$ cat config.mk
export PLATFORM = sky130hd
export DESIGN_NAME = vic_ctrl
export DESIGN_NICKNAME = d
export VERILOG_FILES = /design/src/rtl/vic_pkg.sv /design/src/rtl/vic_rst_sync.sv /design/src/rtl/vic_table.sv /design/src/rtl/vic_prio_enc.sv /design/src/rtl/vic_ctrl.sv
export SDC_FILE = /design/constraint.sdc
export NUM_CORES = 1
export LEC_CHECK = 0
export BUFFER_PORTS_ARGS = -buffer_cell sky130_fd_sc_hd__clkbuf_2
export CORE_MARGIN = 3
export CORE_UTILIZATION = 45
export CTS_CLUSTER_SIZE = 40
export DETAILED_ROUTE_END_ITERATION = 10
export MAX_ROUTING_LAYER = met4
export PLACE_DENSITY = 0.67
export SLEW_MARGIN = 15
export SYNTH_ARGS = -nofsm -noshare
export SYNTH_HDL_FRONTEND = slang
export SYNTH_SLANG_ARGS = --single-unit
$ cat constraint.sdc
create_clock -name clk_i -period 35.3 [get_ports clk_i]
set_clock_uncertainty 0.15 [all_clocks]
set_input_delay 8.825 -clock clk_i [delete_from_list [all_inputs] [get_ports clk_i]]
set_output_delay 8.825 -clock clk_i [all_outputs]
set_load 0.02 [all_outputs]
$ cat src/rtl/vic_pkg.sv
package vic_pkg;
  localparam int unsigned VIC_NUM_SRC = 8;
  localparam int unsigned VIC_VEC_W   = 32;
  localparam int unsigned VIC_BANK_W  = 4;
  localparam int unsigned VIC_SRC_W   = $clog2(VIC_NUM_SRC);

  typedef enum logic [1:0] {
    OUT_HOLD  = 2'b00,
    OUT_LOAD  = 2'b01
  } out_act_e;
endpackage

$ cat src/rtl/vic_rst_sync.sv
module vic_rst_sync #(
  parameter int unsigned STAGES = 2
) (
  input  logic clk_i,
  input  logic rst_ni,
  output logic rst_sync_no
);
  logic [STAGES-1:0] chain_q;
  logic [STAGES-1:0] chain_d;

  always_comb begin
    chain_d = {chain_q[STAGES-2:0], 1'b1};
  end

  always_ff @(posedge clk_i or negedge rst_ni) begin
    if (!rst_ni) chain_q <= '0;
    else         chain_q <= chain_d;
  end

  assign rst_sync_no = chain_q[STAGES-1];
endmodule

$ cat src/rtl/vic_table.sv
module vic_table #(
  parameter int unsigned NUM_SRC = 8,
  parameter int unsigned VEC_W   = 32,
  parameter int unsigned BANK_W  = 4,
  localparam int unsigned SRC_W  = $clog2(NUM_SRC)
) (
  input  logic              clk_i,
  input  logic              rst_ni,
  input  logic              we_i,
  input  logic [SRC_W-1:0]  sel_i,
  input  logic [VEC_W-1:0]  vec_i,
  input  logic [BANK_W-1:0] bank_i,
  input  logic              en_i,
  output logic [NUM_SRC-1:0] en_mask_o,
  output logic [VEC_W-1:0]  ent_vec_o  [NUM_SRC],
  output logic [BANK_W-1:0] ent_bank_o [NUM_SRC]
);
  for (genvar g = 0; g < NUM_SRC; g++) begin : g_ent
    logic              hit;
    logic [VEC_W-1:0]  vec_q,  vec_d;
    logic [BANK_W-1:0] bank_q, bank_d;
    logic              en_q,   en_d;

    always_comb begin
      hit    = we_i && (sel_i == SRC_W'(g));
      vec_d  = hit ? vec_i  : vec_q;
      bank_d = hit ? bank_i : bank_q;
      en_d   = hit ? en_i   : en_q;
    end

    always_ff @(posedge clk_i or negedge rst_ni) begin
      if (!rst_ni) begin
        vec_q  <= '0;
        bank_q <= '0;
        en_q   <= 1'b0;
      end else begin
        vec_q  <= vec_d;
        bank_q <= bank_d;
        en_q   <= en_d;
      end
    end

    assign en_mask_o[g]  = en_q;
    assign ent_vec_o[g]  = vec_q;
    assign ent_bank_o[g] = bank_q;
  end
endmodule

$ cat src/rtl/vic_prio_enc.sv
module vic_prio_enc #(
  parameter int unsigned NUM_SRC = 8,
  localparam int unsigned SRC_W  = $clog2(NUM_SRC)
) (
  input  logic [NUM_SRC-1:0] pend_i,
  output logic               any_o,
  output logic [SRC_W-1:0]   idx_o
);
  logic [NUM_SRC-1:0] seen;
  logic [NUM_SRC-1:0] onehot;

  assign seen[0]   = 1'b0;
  assign onehot[0] = pend_i[0];
  for (genvar g = 1; g < NUM_SRC; g++) begin : g_chain
    assign seen[g]   = seen[g-1] | pend_i[g-1];
    assign onehot[g] = pend_i[g] & ~seen[g];
  end

  always_comb begin
    idx_o = '0;
    for (int i = 0; i < NUM_SRC; i++) begin
      idx_o = idx_o | (onehot[i] ? SRC_W'(i) : '0);
    end
  end

  assign any_o = |pend_i;
endmodule

$ cat src/rtl/vic_ctrl.sv
module vic_ctrl
  import vic_pkg::*;
#(
  parameter int unsigned NUM_SRC = VIC_NUM_SRC,
  parameter int unsigned VEC_W   = VIC_VEC_W,
  parameter int unsigned BANK_W  = VIC_BANK_W,
  localparam int unsigned SRC_W  = $clog2(NUM_SRC)
) (
  input  logic               clk_i,
  input  logic               rst_ni,
  input  logic [NUM_SRC-1:0] req_i,
  input  logic               tbl_we_i,
  input  logic [SRC_W-1:0]   tbl_sel_i,
  input  logic [VEC_W-1:0]   tbl_vec_i,
  input  logic [BANK_W-1:0]  tbl_bank_i,
  input  logic               tbl_en_i,
  input  logic               ack_i,
  output logic               irq_o,
  output logic [VEC_W-1:0]   vec_o,
  output logic [BANK_W-1:0]  bank_o
);
  logic rst_sync_n;

  vic_rst_sync #(.STAGES(2)) u_rst (
    .clk_i      (clk_i),
    .rst_ni     (rst_ni),
    .rst_sync_no(rst_sync_n)
  );

  logic [NUM_SRC-1:0] tbl_en_mask;
  logic [VEC_W-1:0]   ent_vec  [NUM_SRC];
  logic [BANK_W-1:0]  ent_bank [NUM_SRC];

  vic_table #(.NUM_SRC(NUM_SRC), .VEC_W(VEC_W), .BANK_W(BANK_W)) u_tbl (
    .clk_i     (clk_i),
    .rst_ni    (rst_sync_n),
    .we_i      (tbl_we_i),
    .sel_i     (tbl_sel_i),
    .vec_i     (tbl_vec_i),
    .bank_i    (tbl_bank_i),
    .en_i      (tbl_en_i),
    .en_mask_o (tbl_en_mask),
    .ent_vec_o (ent_vec),
    .ent_bank_o(ent_bank)
  );

  logic [NUM_SRC-1:0] pend;
  logic               win_any;
  logic [SRC_W-1:0]   win_idx;

  assign pend = req_i & tbl_en_mask;

  vic_prio_enc #(.NUM_SRC(NUM_SRC)) u_enc (
    .pend_i(pend),
    .any_o (win_any),
    .idx_o (win_idx)
  );

  // Arbitration stage: winner and its entry are registered.
  logic              irq_q,      irq_d;
  logic [VEC_W-1:0]  cand_vec_q, cand_vec_d;
  logic [BANK_W-1:0] cand_bank_q, cand_bank_d;

  always_comb begin
    irq_d       = win_any;
    cand_vec_d  = ent_vec[win_idx];
    cand_bank_d = ent_bank[win_idx];
  end

  always_ff @(posedge clk_i or negedge rst_sync_n) begin
    if (!rst_sync_n) begin
      irq_q       <= 1'b0;
      cand_vec_q  <= '0;
      cand_bank_q <= '0;
    end else begin
      irq_q       <= irq_d;
      cand_vec_q  <= cand_vec_d;
      cand_bank_q <= cand_bank_d;
    end
  end

  // Output stage: frozen except on an accepted acknowledge.
  out_act_e          out_act;
  logic [VEC_W-1:0]  vec_q,  vec_d;
  logic [BANK_W-1:0] bank_q, bank_d;

  always_comb begin
    out_act = (ack_i && irq_q) ? OUT_LOAD : OUT_HOLD;
    vec_d   = vec_q;
    bank_d  = bank_q;
    if (out_act == OUT_LOAD) begin
      vec_d  = cand_vec_q;
      bank_d = cand_bank_q;
    end
  end

  always_ff @(posedge clk_i or negedge rst_sync_n) begin
    if (!rst_sync_n) begin
      vec_q  <= '0;
      bank_q <= '0;
    end else begin
      vec_q  <= vec_d;
      bank_q <= bank_d;
    end
  end

  assign irq_o  = irq_q;
  assign vec_o  = vec_q;
  assign bank_o = bank_q;
endmodule

======== After elaboration in Yosys (flattened, before gate mapping) ========
Index checks and enable logic that the tools add are counted.
operators by class
  add/subtract/negate cells ............... 0
  multiply operators ...................... 0
  div/mod/pow operators ................... 0
  order comparisons ....................... 1
  equal/unequal tests ..................... 8
  shifts and indexed selects .............. 0
  muxes and demuxes ....................... 14
  bitwise gates (word level) .............. 28
  reductions and logical operators ........ 11
operators with widths
  operator                                                  number
  binary-select mux 32 bit (select 3 bit)                   1
  2-to-1 mux 32 bit                                         2
  OR 3 bit                                                  6
  binary-select mux 4 bit (select 3 bit)                    1
  == test 3 bit, second input constant                      4
  2-to-1 mux 3 bit                                          4
  logical AND 1 bit                                         9
  AND 8 bit                                                 1
  2-to-1 mux 4 bit                                          2
  OR reduction 8 bit                                        1
  AND 1 bit                                                 7
  inverter 1 bit                                            7
  == test 3 x 2 -> 1 bit, second input constant             2
  OR 1 bit                                                  6
  greater-or-equal comparator 4 bit, second input constant  1
  2-to-1 mux 2 bit                                          2
  inverter 3 -> 4 bit                                       1
  == test 3 x 1 -> 1 bit, second input constant             1
  logical NOT 3 bit                                         1
  2-to-1 mux 1 bit                                          2
  == test 1 bit, second input constant                      1
storage, ports and cells
  bits in registers ....................... 371
  bits in latches ......................... 0
  memory bits (writable) .................. 0
  ROM bits ................................ 0
  input port bits ......................... 52
  output and inout bits ................... 37
  word-level logic and storage cells ...... 92
  memories ................................ 0

======== Logic depth before layout (Yosys ltp) ========
Gate-level depths: netlist (run 1).
  depth after elaboration ................. 15
  depth in mapped cells ................... 8
  mapped depth without buffers ............ 5

======== Modules after synthesis ========
A second synthesis (run 1) with hierarchy kept.
unflattened totals
  cells, all modules ...................... 905
  area total of the unflattened synthesis .. 16458.3 um^2
modules (own cells, without submodules)
  module        instances  cells an instance  area each (um^2)  seq. area each (um^2)
  vic_table     1          639                11616.1           7407.1
  vic_ctrl      1          249                4705.8            1826.8
  vic_prio_enc  1          14                 82.6              0.0
  vic_rst_sync  1          3                  53.8              50.0

======== Worst setup path after synthesis (run 1) ========
No wires, ideal clock.
  path kind ............................... input -> register
  from .................................... input tbl_sel_i[0]
  to ...................................... register u_tbl.g_ent[1].bank_q[0]
  library setup time ...................... 0.125 ns
  arrival time ............................ 10.180 ns
  data required time ...................... 35.025 ns
  path slack .............................. 24.845 ns
  cell stages on the path ................. 5
  buffers on the path ..................... 3
  path through ............................ clkbuf_1 nor3b_1 buf_1 buf_2 mux2_2
on the way
  cells in the longest elaborated chain, start to end .. 2
RTL lines
  element                 RTL line         text
  start, declared         vic_ctrl.sv:13   input logic [SRC_W-1:0] tbl_sel_i,
  == test 3 x 1 -> 1 bit  vic_table.sv:25  hit = we_i && (sel_i == SRC_W'(g));
  logical AND 1 bit       vic_table.sv:25
  end signal, assigned    vic_table.sv:38  bank_q <= bank_d;
  end, declared           vic_table.sv:21  logic [BANK_W-1:0] bank_q, bank_d;
No other way between the ends.
A chain may end at the register's enable or synchronous reset.

======== Final worst setup path (run 1) ========
  from .................................... input req_i[2]
  to ...................................... register cand_vec_q[3]
on the way
  cells in the longest elaborated chain, start to end .. 14
  elaborated cells on any way between the ends .. 33
  classes of those cells .................. mux: 9; bitwise: 24
RTL lines
  element                                                  RTL line                                text
  start, declared                                          vic_ctrl.sv:11                          input logic [NUM_SRC-1:0] req_i,
  AND 8 bit *                                              vic_ctrl.sv:51                          assign pend = req_i & tbl_en_mask;
  OR 1 bit                                                 vic_prio_enc.sv:15                      assign seen[g] = seen[g-1] | pend_i[g-1];
  inverter 1 bit / OR 1 bit (equally long branches)        vic_prio_enc.sv:16, vic_prio_enc.sv:15
  AND 1 bit, or another cell as far along                  vic_prio_enc.sv:16                      assign onehot[g] = pend_i[g] & ~seen[g];
  2-to-1 mux 2 bit, or another cell as far along           vic_prio_enc.sv:22                      idx_o = idx_o | (onehot[i] ? SRC_W'(i) : '0);
  OR 3 bit, or another cell as far along (3 in series)     vic_prio_enc.sv:22
  OR 3 bit / 2-to-1 mux 3 bit (equally long branches)      vic_prio_enc.sv:22
  OR 3 bit *                                               vic_prio_enc.sv:22
  inverter 3 -> 4 bit (not written as such) *              vic_ctrl.sv:66                          cand_vec_d = ent_vec[win_idx];
  binary-select mux 32 bit (select 3 bit) *                vic_ctrl.sv:66
  2-to-1 mux 32 bit (not written as such) * (2 in series)  vic_ctrl.sv:66
  via cand_vec_d[3]                                        vic_ctrl.sv:61                          logic [VEC_W-1:0] cand_vec_q, cand_vec_d;
  end signal, assigned                                     vic_ctrl.sv:77                          cand_vec_q <= cand_vec_d;
  end, declared                                            vic_ctrl.sv:61
Mark *: on every way through the listed nets, which the timed path passes. The rest lies on a longest branch. The select of a mux whose other input is x is not followed.

==> impl_metrics.tcl, run 1 <==
set metrics [dict create \
    p_int_w 0.000935 \
    grt_pass1_vias 10200 \
    overflow 0 \
    slowest_delay_ps 770 \
    tns_ps 0 \
    setup_ws_ps 24220 \
    multi_input_area_um2 6630 \
    htree_num_levels 2 \
    p_comb_share_pct 24.9 \
    dp_cells 1656 \
    crit_arrival_ps 11350 \
    yosys.area.top_type "dfrtp_1" \
    crit_type "in -> reg" \
    dp_hpwl_mm 19.4 \
    cts_hold_buf 0 \
    crit_family "buffers and inverters" \
    initial_core_util_pct 46.3 \
    p_leak_nw 8.04 \
    cts.sinks 371 \
    insertion_delay_ps 530 \
    maxCapViolCount 0 \
    antenna_found_initial 3 \
    cpMaxStageDelayCell "buf_4" \
    syn-num-nets 1224 \
    r2r_end "cand_vec_q[3]" \
    r2r_slack_ps 32230 \
    final_antenna_net_count 0 \
    drt_iter0_markers 496 \
    end_kind "flop" \
    numCtsBuffers 40 \
    power.share.switching_pct 29.5 \
    drv_slew 0 \
    slew_headroom_pct 33.4 \
    required_ps 35570 \
    p_sw_w 0.000390 \
    fp.dieArea_um2 38400 \
    yosysWarnings 0 \
    core_um2 35100 \
    routed-via-count 9623 \
    grt_max_degree 180 \
    cts_setup_buffers 0 \
    synthFlopType "dfrtp_1" \
    synth_edf_count 0 \
    cts_resized 0 \
    fin_cells 1728 \
    synth_top_area_share_pct 57.2 \
    rows 68 \
    period_share_pct 31.4 \
    setup_viol 0 \
    drtPass1Iterations 4 \
    chipWidth_um 196 \
    rsz0062_at_grt "false" \
    synthDistinctLibCells 31 \
    grt_util_met1_pct 26.1 \
    synth-seq-cells 371 \
    place_ws_ps 23690 \
    hold_class "reg -> async" \
    crit_fanout 54 \
    wl_per_cell_um 20.6 \
    tritoncts "yes" \
    clockRootBuffer "clkbuf_16" \
    timing_hold_violations_final 0 \
    grt_pass1_wl_mm 57.9 \
    reg2reg_depth 6 \
    io_buffers 88 \
    ios 89 \
    fmax_mhz 90.2 \
    path_clk_slew_ps 60 \
    synthCells 1172 \
    syn_avg_cell_area_um2 13.9 \
    yosysSeqAreaShare_pct 57.2 \
    tightest_slew_ps 995 \
    ir_drop_uv 38.2 \
    ys_top_cells_by_count "dfrtp_1 (371), mux2_2 (343), nor2_1 (109)" \
    syn2layout_area_growth_pct 12.7 \
    cp.buffers_inverters 2 \
    grt_use_met2_pct 31.4 \
    max-clock-path-buffers 3 \
    met3_usage_pct 2.73 \
    grt.busiest_layer "met2" \
    netlist_area_um2 16200 \
    drive_above_1_share_pct 42.3 \
    viasPerCell 5.57 \
    gr-usage-all-layers_pct 19.3 \
    placed_area_um2 17100 \
    drc_errors 0 \
    ys_top_cells_by_area "dfrtp_1 (57%), mux2_2 (24%), mux2i_1 (4.4%), nor2_1 (2.5%), o22a_1 (1.9%)" \
    start_kind "primary input" \
    register_area_um2 9290 \
    dieHeight_um 196 \
    async_flop_share_pct 100 \
    path_cells "clkbuf_2 -> a22oi_4 -> and2_2 -> a32oi_4 -> buf_4 -> mux2_2 -> a211oi_1" \
    seqPwrFrac_pct 45.5 \
    powerDensity_nw_per_um2 72.4 \
    yosysMostFrequentCell "dfrtp_1" \
    num-nets-final 1295 \
    wl_mm 35.6 \
    reg2reg_from "u_tbl.g_ent[2].en_q" \
    place.gp.congestion 0.717 \
    status "finished clean" \
    final_area_um2 18300 \
    fillerInstances 2989 \
    fin_crit_ps 11080 \
    p_clk_share_pct 29.6 \
]
==> power by group through the flow <==
stage / Clock (W) / Sequential (W) / Combinational, W
floorplan: 0 / 0.000624 / 0.000226
global placement: 0 / 0.000607 / 0.000324
detailed placement: 0 / 0.000610 / 0.000334
CTS: 0.000400 / 0.000603 / 0.000335
global route: 0.000420 / 0.000617 / 0.000362
finish: 0.000392 / 0.000602 / 0.000330
==> routing by layer <==
layer / vias to the layer above / wire, um / share of wire [%]
met5: - / 0 / 0
met4: 0 / 611 / 1.7
met3: 56 / 1210 / 3.4
met2: 148 / 17100 / 48
met1: 5050 / 16700 / 47
li1: 4369 / - / -
==> logic make-up after synthesis <==
kind of cell	count (synthesis)	share of synthesized area, %
muxes	440	30.0
AOI/OAI and AO/OA	118	6.08
and+or+nand+nor	164	4.38
other	1	0.0231
DFF	371	57.2
buffers and inverters	78	2.40
==> cells in the final DEF (no fill, tap or decap), types with 2 or more instances in the layout <==
cell	synthesis	layout
clkbuf_2	0	88
nor3_4	0	2
nand4b_1	4	4
clkbuf_16	0	41
mux2i_1	72	72
a32o_1	2	2
inv_6	0	2
a22oi_2	1	2
nor3_1	36	36
a211oi_1	15	15
clkbuf_8	0	4
a211oi_2	21	21
nand2_1	6	5
o22a_1	36	36
mux2_2	343	343
clkinv_2	0	2
o21ai_0	36	36
diode_2	0	3
dfrtp_1	371	370
clkbuf_1	37	18
mux2_1	25	25
nor3b_2	0	2
nor2_1	109	108
buf_4	6	17
==> sequential cells by signal, indices dropped and copies added (netlist names) <==
register / count
u_tbl.g_ent.en_q: 8
irq_o: 1
cand_bank_q: 4
vec_o: 32
u_tbl.g_ent.bank_q: 32
u_tbl.g_ent.vec_q: 256
bank_o: 4
u_rst.chain_q: 2
cand_vec_q: 32
==> worst max path at each step <==
stage	start	endpoint	slack [ps]	depth (start not counted)
2_1_floorplan	u_rst.chain_q[1]	bank_o[0]	24040	0
4_1_cts	req_i[2]	cand_vec_q[3]	24210	7
3_3_place_gp	req_i[5]	cand_vec_q[24]	23750	8
5_1_grt	req_i[2]	cand_bank_q[1]	24090	7
3_5_place_dp	req_i[2]	cand_vec_q[11]	23690	7
6_report	req_i[2]	cand_vec_q[3]	24220	7
==> final cells by class <==
| class | count | share of cell area [%] |
|---|---|---|
| clock inverters | 6 | 0.355 |
| flip-flops and latches | 371 | 50.7 |
| well taps | 455 | 3.11 |
| clock buffers | 63 | 6.27 |
| multi-input cells | 723 | 36.2 |
| diodes | 3 | 0.0410 |
| repair buffers | 107 | 3.27 |
==> worst reg2reg max path, stage by stage, from the launching register on <==
cell,delay (ps)
dfrtp_1,410
a22oi_4,130
and2_2,480
a32oi_4,360
buf_4,770
mux2_2,430
a211oi_1,240
==> per-stage QoR <==
stage | total power, W | hold WS [ps] | util (%)
4_1_cts | 0.00134 | 154 | 52.2
3_5_place_dp | 0.000944 | 156 | 48.7
5_1_grt | 0.00140 | 197 | 52.2
2_1_floorplan | 0.000850 | 181 | -
6_report | 0.00132 | 138 | 52.2
3_3_place_gp | 0.000931 | 151 | 48.7
Note: power is estimated with default switching activity, not from simulation.
==> run 2, diff against run 1 <==
==> constraint.sdc (replaced) <==
create_clock -name clk_i -period 10.53 [get_ports clk_i]
set_clock_uncertainty 0.15 [all_clocks]
set_input_delay 2.6325 -clock clk_i [delete_from_list [all_inputs] [get_ports clk_i]]
set_output_delay 2.6325 -clock clk_i [all_outputs]
set_load 0.02 [all_outputs]
==> run 2 against run 1 <==
Compared with the run above:
- sequential share of layout area shrank 0.18 points
- flip-flop and latch count is the same
- register-to-register slack lost 25000 ps
- clock power grew to 3.5 times the previous value
- wire length shrank 0.77%
==> impl_metrics.tcl, run 2 (synthesized netlist as in run 1, its figures left out) <==
set metrics [dict create \
    final_common_cell "dfrtp_1" \
    end_kind "flop" \
    overflow 0 \
    clockRootBuffer "clkbuf_16" \
    gr-usage-all-layers_pct 19.4 \
    power.share.switching_pct 29.2 \
    dp_hpwl_mm 19.7 \
    max-clock-path-buffers 3 \
    setup_viol 0 \
    path_clk_slew_ps 60 \
    io_buffers 88 \
    drc_errors 0 \
    rows 68 \
    ir_drop_uv 121 \
    cts_setup_buffers 0 \
    p_int_w 0.00320 \
    period_share_pct 49.4 \
    p_leak_nw 8.08 \
    htree_num_levels 2 \
    required_ps 10730 \
    hold_class "reg -> reg" \
    syn2layout_area_growth_pct 13.1 \
    viasPerCell 5.60 \
    cp.buffers_inverters 1 \
    status "finished clean" \
    grt_max_degree 109 \
    largest_reg_flops 256 \
    p_comb_share_pct 24.5 \
    fmax_mhz 192 \
    wl_mm 35.3 \
    insertion_delay_ps 520 \
    crit_fanout 37 \
    dieHeight_um 196 \
    path_cells "clkbuf_2 -> a22o_2 -> nand3_2 -> o22a_1 -> mux2i_1 -> a211oi_2" \
    final_antenna_net_count 0 \
    cts.sinks 371 \
    fp.dieArea_um2 38400 \
    ios 89 \
    grt_pass1_wl_mm 58.1 \
    final_util_pct 52.4 \
    diodes 0 \
    place.gp.congestion 0.730 \
    crit_family "compound AO/OA/AOI/OAI gates" \
    fin_crit_ps 5210 \
    start_kind "primary input" \
    tritoncts "yes" \
    drt_iter0_markers 463 \
    tightest_slew_ps 1150 \
    core_um2 35100 \
    num-nets-final 1294 \
    slew_headroom_pct 23.3 \
    final_cell_mix "dfrtp_1 (370), mux2_2 (343), nor2_1 (108), clkbuf_2 (88), mux2i_1 (72)" \
    tns_ps 0 \
    p_clk_share_pct 30.6 \
    drive_above_1_share_pct 42.7 \
    antenna_found_initial 0 \
    numCtsBuffers 40 \
    p_sw_w 0.00132 \
    cts_resized 0 \
    timing_hold_violations_final 0 \
    seqPwrFrac_pct 44.9 \
    rsz0062_at_grt "false" \
    regMostFlops "u_tbl.g_ent.vec_q" \
    slowest_delay_ps 1020 \
    maxCapViolCount 0 \
    routed-via-count 9643 \
    grt_pass1_vias 10300 \
    chipWidth_um 196 \
    cts_hold_buf 0 \
    drtPass1Iterations 4 \
    drv_slew 0 \
    crit_arrival_ps 5410 \
    cpMaxStageDelayCell "nand3_2" \
    crit_type "in -> reg" \
    initial_core_util_pct 46.3 \
    powerDensity_nw_per_um2 246 \
    wl_per_cell_um 20.5 \
]
[run 2: changes by cell type in the layout (fill, tap and decap cells not counted), sizes merged]
cell,change
inv,-1
bufinv,+2
buf,-1
clkbuf,-3
clkinv,+2
clkinvlp,-1
diode,-3
[run 2: final timing paths]
check	from	endpoint	slack [ps]	cells after the start
min	u_rst.chain_q[0]	u_rst.chain_q[1]	200	0
min in group asynchronous	u_rst.chain_q[1]	u_tbl.g_ent[5].en_q	270	0
max reg2reg	u_tbl.g_ent[5].en_q	cand_vec_q[18]	7130	5
max in group asynchronous	u_rst.chain_q[1]	vec_o[16]	7540	2
min reg2reg	u_rst.chain_q[0]	u_rst.chain_q[1]	200	0
max	req_i[5]	cand_vec_q[18]	5320	6
[run 2: worst register-to-register path, cell delays in order, from the launching register on]
cell	delay [ps]
dfrtp_1	390
a22o_2	790
nand3_2	1030
o22a_1	610
mux2i_1	210
a211oi_2	50
[run 2: area by class of cell]
| cell class | count | area [um2] |
|---|---|---|
| clock buffer | 60 | 1170 |
| clock inverter | 8 | 130 |
| fill | 2999 | 16700 |
| multi-input combinational | 723 | 6630 |
| sequential | 371 | 9290 |
| tap | 455 | 569 |
| timing repair buffer | 106 | 588 |
[run 2: power groups by stage]
stage	clock, W	sequential (W)	combinational, W
after detailed placement	0	0.00205	0.00112
final	0.00138	0.00203	0.00111
after global routing	0.00148	0.00208	0.00121
after floorplan	0	0.00209	0.000758
after global placement	0	0.00204	0.00109
after CTS	0.00142	0.00203	0.00113
[run 2: through the flow]
step	instances	power, W	area, um2	setup WS (ps)	hold WS (ps)
finish	1723	0.00452	18400	5320	203
global route	1723	0.00477	18400	5180	218
CTS	1723	0.00457	18400	5300	207
detailed placement	1655	0.00317	17100	4820	190
global placement	1655	0.00314	17100	4870	188
floorplan	1172	0.00285	16200	4320	181
[run 2: per-layer routing]
| layer | GRT usage (%) | share of wire, % | vias to the layer above |
|---|---|---|---|
| met4 | 4.41 | 1.9 | 0 |
| met1 | 25.4 | 45 | 5065 |
| met2 | 32.0 | 49 | 155 |
| met3 | 3.06 | 3.6 | 62 |
| li1 | - | - | 4361 |
| met5 | - | 0 | - |
==> run 3, diff against run 2 <==
--- a/config.mk
+++ b/config.mk
@@ -5,6 +5,7 @@
 export SDC_FILE = /design/constraint.sdc
 export NUM_CORES = 1
 export LEC_CHECK = 0
+export ABC_AREA = 1
 export BUFFER_PORTS_ARGS = -buffer_cell sky130_fd_sc_hd__clkbuf_2
 export CORE_MARGIN = 3
 export CORE_UTILIZATION = 45
==> constraint.sdc (replaced) <==
create_clock -name clk_i -period 4.8 [get_ports clk_i]
set_clock_uncertainty 0.15 [all_clocks]
set_input_delay 1.2 -clock clk_i [delete_from_list [all_inputs] [get_ports clk_i]]
set_output_delay 1.2 -clock clk_i [all_outputs]
set_load 0.02 [all_outputs]
==> run 3 against run 2 <==
Compared with the run above:
- critical endpoint is now cand_vec_q[20]
- utilization down 0.91 points
- sequential share of layout area down 1.6 points
- final cell count up 55%
- largest cell class unchanged
- clock power up 110%
- worst hold slack worse by 1.9 ps
- worst setup slack worse by 3500 ps
==> impl_metrics.tcl, run 3 <==
set metrics [dict create \
    status "finished clean" \
    synth_edf_count 0 \
    tritoncts "yes" \
    grt_pass1_wl_mm 70.1 \
    hold_class "reg -> reg" \
    required_ps 5110 \
    tightest_slew_ps 1050 \
    syn-num-nets 2167 \
    grt_max_degree 145 \
    max-clock-path-buffers 3 \
    chipWidth_um 200 \
    drt_iter0_markers 1075 \
    fin_crit_ps 2970 \
    synthFlopType "dfrtp_1" \
    diodes 0 \
    placed_area_um2 17800 \
    power.share.switching_pct 33.5 \
    clockRootBuffer "clkbuf_16" \
    synthDistinctLibCells 24 \
    netlist_area_um2 17000 \
    yosysMostFrequentCell "nand2_1" \
    numCtsBuffers 40 \
    place.gp.congestion 0.773 \
    cts_setup_buffers 0 \
    num-nets-final 2182 \
    start_kind "primary input" \
    routed-via-count 13600 \
    end_kind "flop" \
    maxCapViolCount 0 \
    final_cell_mix "nand2_1 (634), dfrtp_1 (370), inv_1 (330), o21ai_0 (295), nand3_1 (289)" \
    regMostFlops "u_tbl.g_ent.vec_q" \
    tns_ps 0 \
    syn_avg_cell_area_um2 8.03 \
    cts_resized 0 \
    yosys.area.top_type "dfrtp_1" \
    antenna_found_initial 0 \
    core_um2 36900 \
    fp.dieArea_um2 40100 \
    drive_above_1_share_pct 9.82 \
    viasPerCell 5.12 \
    setup_viol 0 \
    crit_arrival_ps 3280 \
    period_share_pct 62.0 \
    p_comb_share_pct 27.2 \
    path_clk_slew_ps 60 \
    synth_top_area_share_pct 54.7 \
    crit_fanout 19 \
    async_flop_share_pct 100 \
    cts_hold_buf 0 \
    fmax_mhz 336 \
    p_leak_nw 10.1 \
    rsz0062_at_grt "false" \
    final_antenna_net_count 0 \
    dieHeight_um 200 \
    cts.sinks 371 \
    insertion_delay_ps 540 \
    ys_top_cells_by_area "dfrtp_1 (55%), nand2_1 (14%), o21ai_0 (8.7%), nand3_1 (8.6%), inv_1 (7.3%)" \
    fillerInstances 3493 \
    io_buffers 88 \
    final_area_um2 19000 \
    initial_core_util_pct 46.1 \
    gr-usage-all-layers_pct 21.8 \
    synth-seq-cells 371 \
    dp_hpwl_mm 22.2 \
    drc_errors 0 \
    ios 89 \
    wl_per_cell_um 15.8 \
    crit_type "in -> reg" \
    slew_headroom_pct 29.5 \
    grt_pass1_vias 13500 \
    overflow 0 \
    yosysSeqAreaShare_pct 54.7 \
    p_clk_share_pct 29.7 \
    final_common_cell "nand2_1" \
    wl_mm 42.0 \
    syn2layout_area_growth_pct 11.8 \
    seqPwrFrac_pct 43.1 \
    rows 70 \
    yosysWarnings 0 \
    htree_num_levels 2 \
    drtPass1Iterations 5 \
    largest_reg_flops 256 \
    ir_drop_uv 387 \
    powerDensity_nw_per_um2 520 \
    drv_slew 0 \
    p_int_w 0.00657 \
    p_sw_w 0.00330 \
    ys_top_cells_by_count "nand2_1 (641), dfrtp_1 (371), inv_1 (330)" \
    timing_hold_violations_final 0 \
    synthCells 2115 \
]
[run 3: cell types whose count changed after synthesis, sizes merged, moves of 36 or more]
cell / before / now
nand2: 6 / 643
o21ai: 36 / 297
o22a: 36 / 0
a211oi: 36 / 0
nor3: 38 / 1
inv: 0 / 331
nand3: 2 / 291
nor2: 109 / 7
clkbuf: 37 / 91
mux2i: 72 / 0
mux2: 368 / 36
[run 3: final timing paths]
path | slack [ps] | cells past startpoint | endpoint | startpoint
worst min-delay path | 200 | 0 | u_rst.chain_q[1] | u_rst.chain_q[0]
worst max-delay path | 1830 | 11 | cand_vec_q[20] | req_i[4]
worst max register to register | 2160 | 10 | cand_vec_q[20] | u_tbl.g_ent[4].en_q
max in group asynchronous | 3090 | 1 | vec_o[0] | u_rst.chain_q[1]
worst min register to register | 200 | 0 | u_rst.chain_q[1] | u_rst.chain_q[0]
min in group asynchronous | 290 | 0 | u_tbl.g_ent[7].vec_q[0] | u_rst.chain_q[1]
[run 3: power by group through the flow]
| stage | combinational, W | clock (W) | sequential (W) |
|---|---|---|---|
| 2_1_floorplan | 0.00182 | 0 | 0.00441 |
| 3_3_place_gp | 0.00266 | 0 | 0.00429 |
| 3_5_place_dp | 0.00271 | 0 | 0.00430 |
| 4_1_cts | 0.00272 | 0.00300 | 0.00426 |
| 5_1_grt | 0.00309 | 0.00312 | 0.00435 |
| 6_report | 0.00269 | 0.00293 | 0.00425 |
[run 3: routing by layer]
metal  share of wire, %  global-route usage [%]  vias to the layer above
met1                 46                    29.8                     6576
met5                  0                       -                        -
met4                2.4                    6.10                        0
met3                5.7                    3.02                       75
met2                 46                    34.3                      386
li1                   -                       -                     6610
[run 3: final cells by class]
| type | count | area, um2 | share of cell area [%] |
|---|---|---|---|
| clock inverter | 5 | 57.6 | 0.303 |
| tap | 504 | 631 | 3.32 |
| clock buffer | 66 | 1180 | 6.21 |
| sequential | 371 | 9290 | 48.9 |
| timing repair buffer | 106 | 663 | 3.49 |
| inverter | 332 | 1250 | 6.56 |
| multi-input combinational | 1279 | 5930 | 31.2 |
[run 3: kinds of logic (layout without fill, tap and decap cells)]
group                  after synthesis  after routing  synth area share, %
AND/OR/NAND/NOR                    944            944                 23.1
buffers and inverters              465            509                 11.0
flip-flops                         371            371                 54.7
AO/OA/AOI/OAI                      298            298                 8.83
multiplexers                        36             36                 2.39
other                                1              1               0.0221
[run 3: worst max-delay path: stages]
cell,delay (ps)
clkbuf_2,80
nand2_1,140
nand2_1,130
nor2_1,480
o21ai_4,90
inv_2,400
buf_4,370
nand3_1,110
nand2_1,80
nand2_1,50
nand2_1,120
[run 3: per-stage QoR]
stage               instances  power [W]  hold slack [ps]  setup WS, ps  utilization [%]
finish                   2663    0.00988              202          1830             51.5
detailed placement       2592    0.00701              190          1150             48.1
global route             2663     0.0106              217          1640             51.5
global placement         2592    0.00694              186          1160             48.1
CTS                      2663    0.00998              204          1700             51.5
floorplan                2115    0.00622              181           994                -
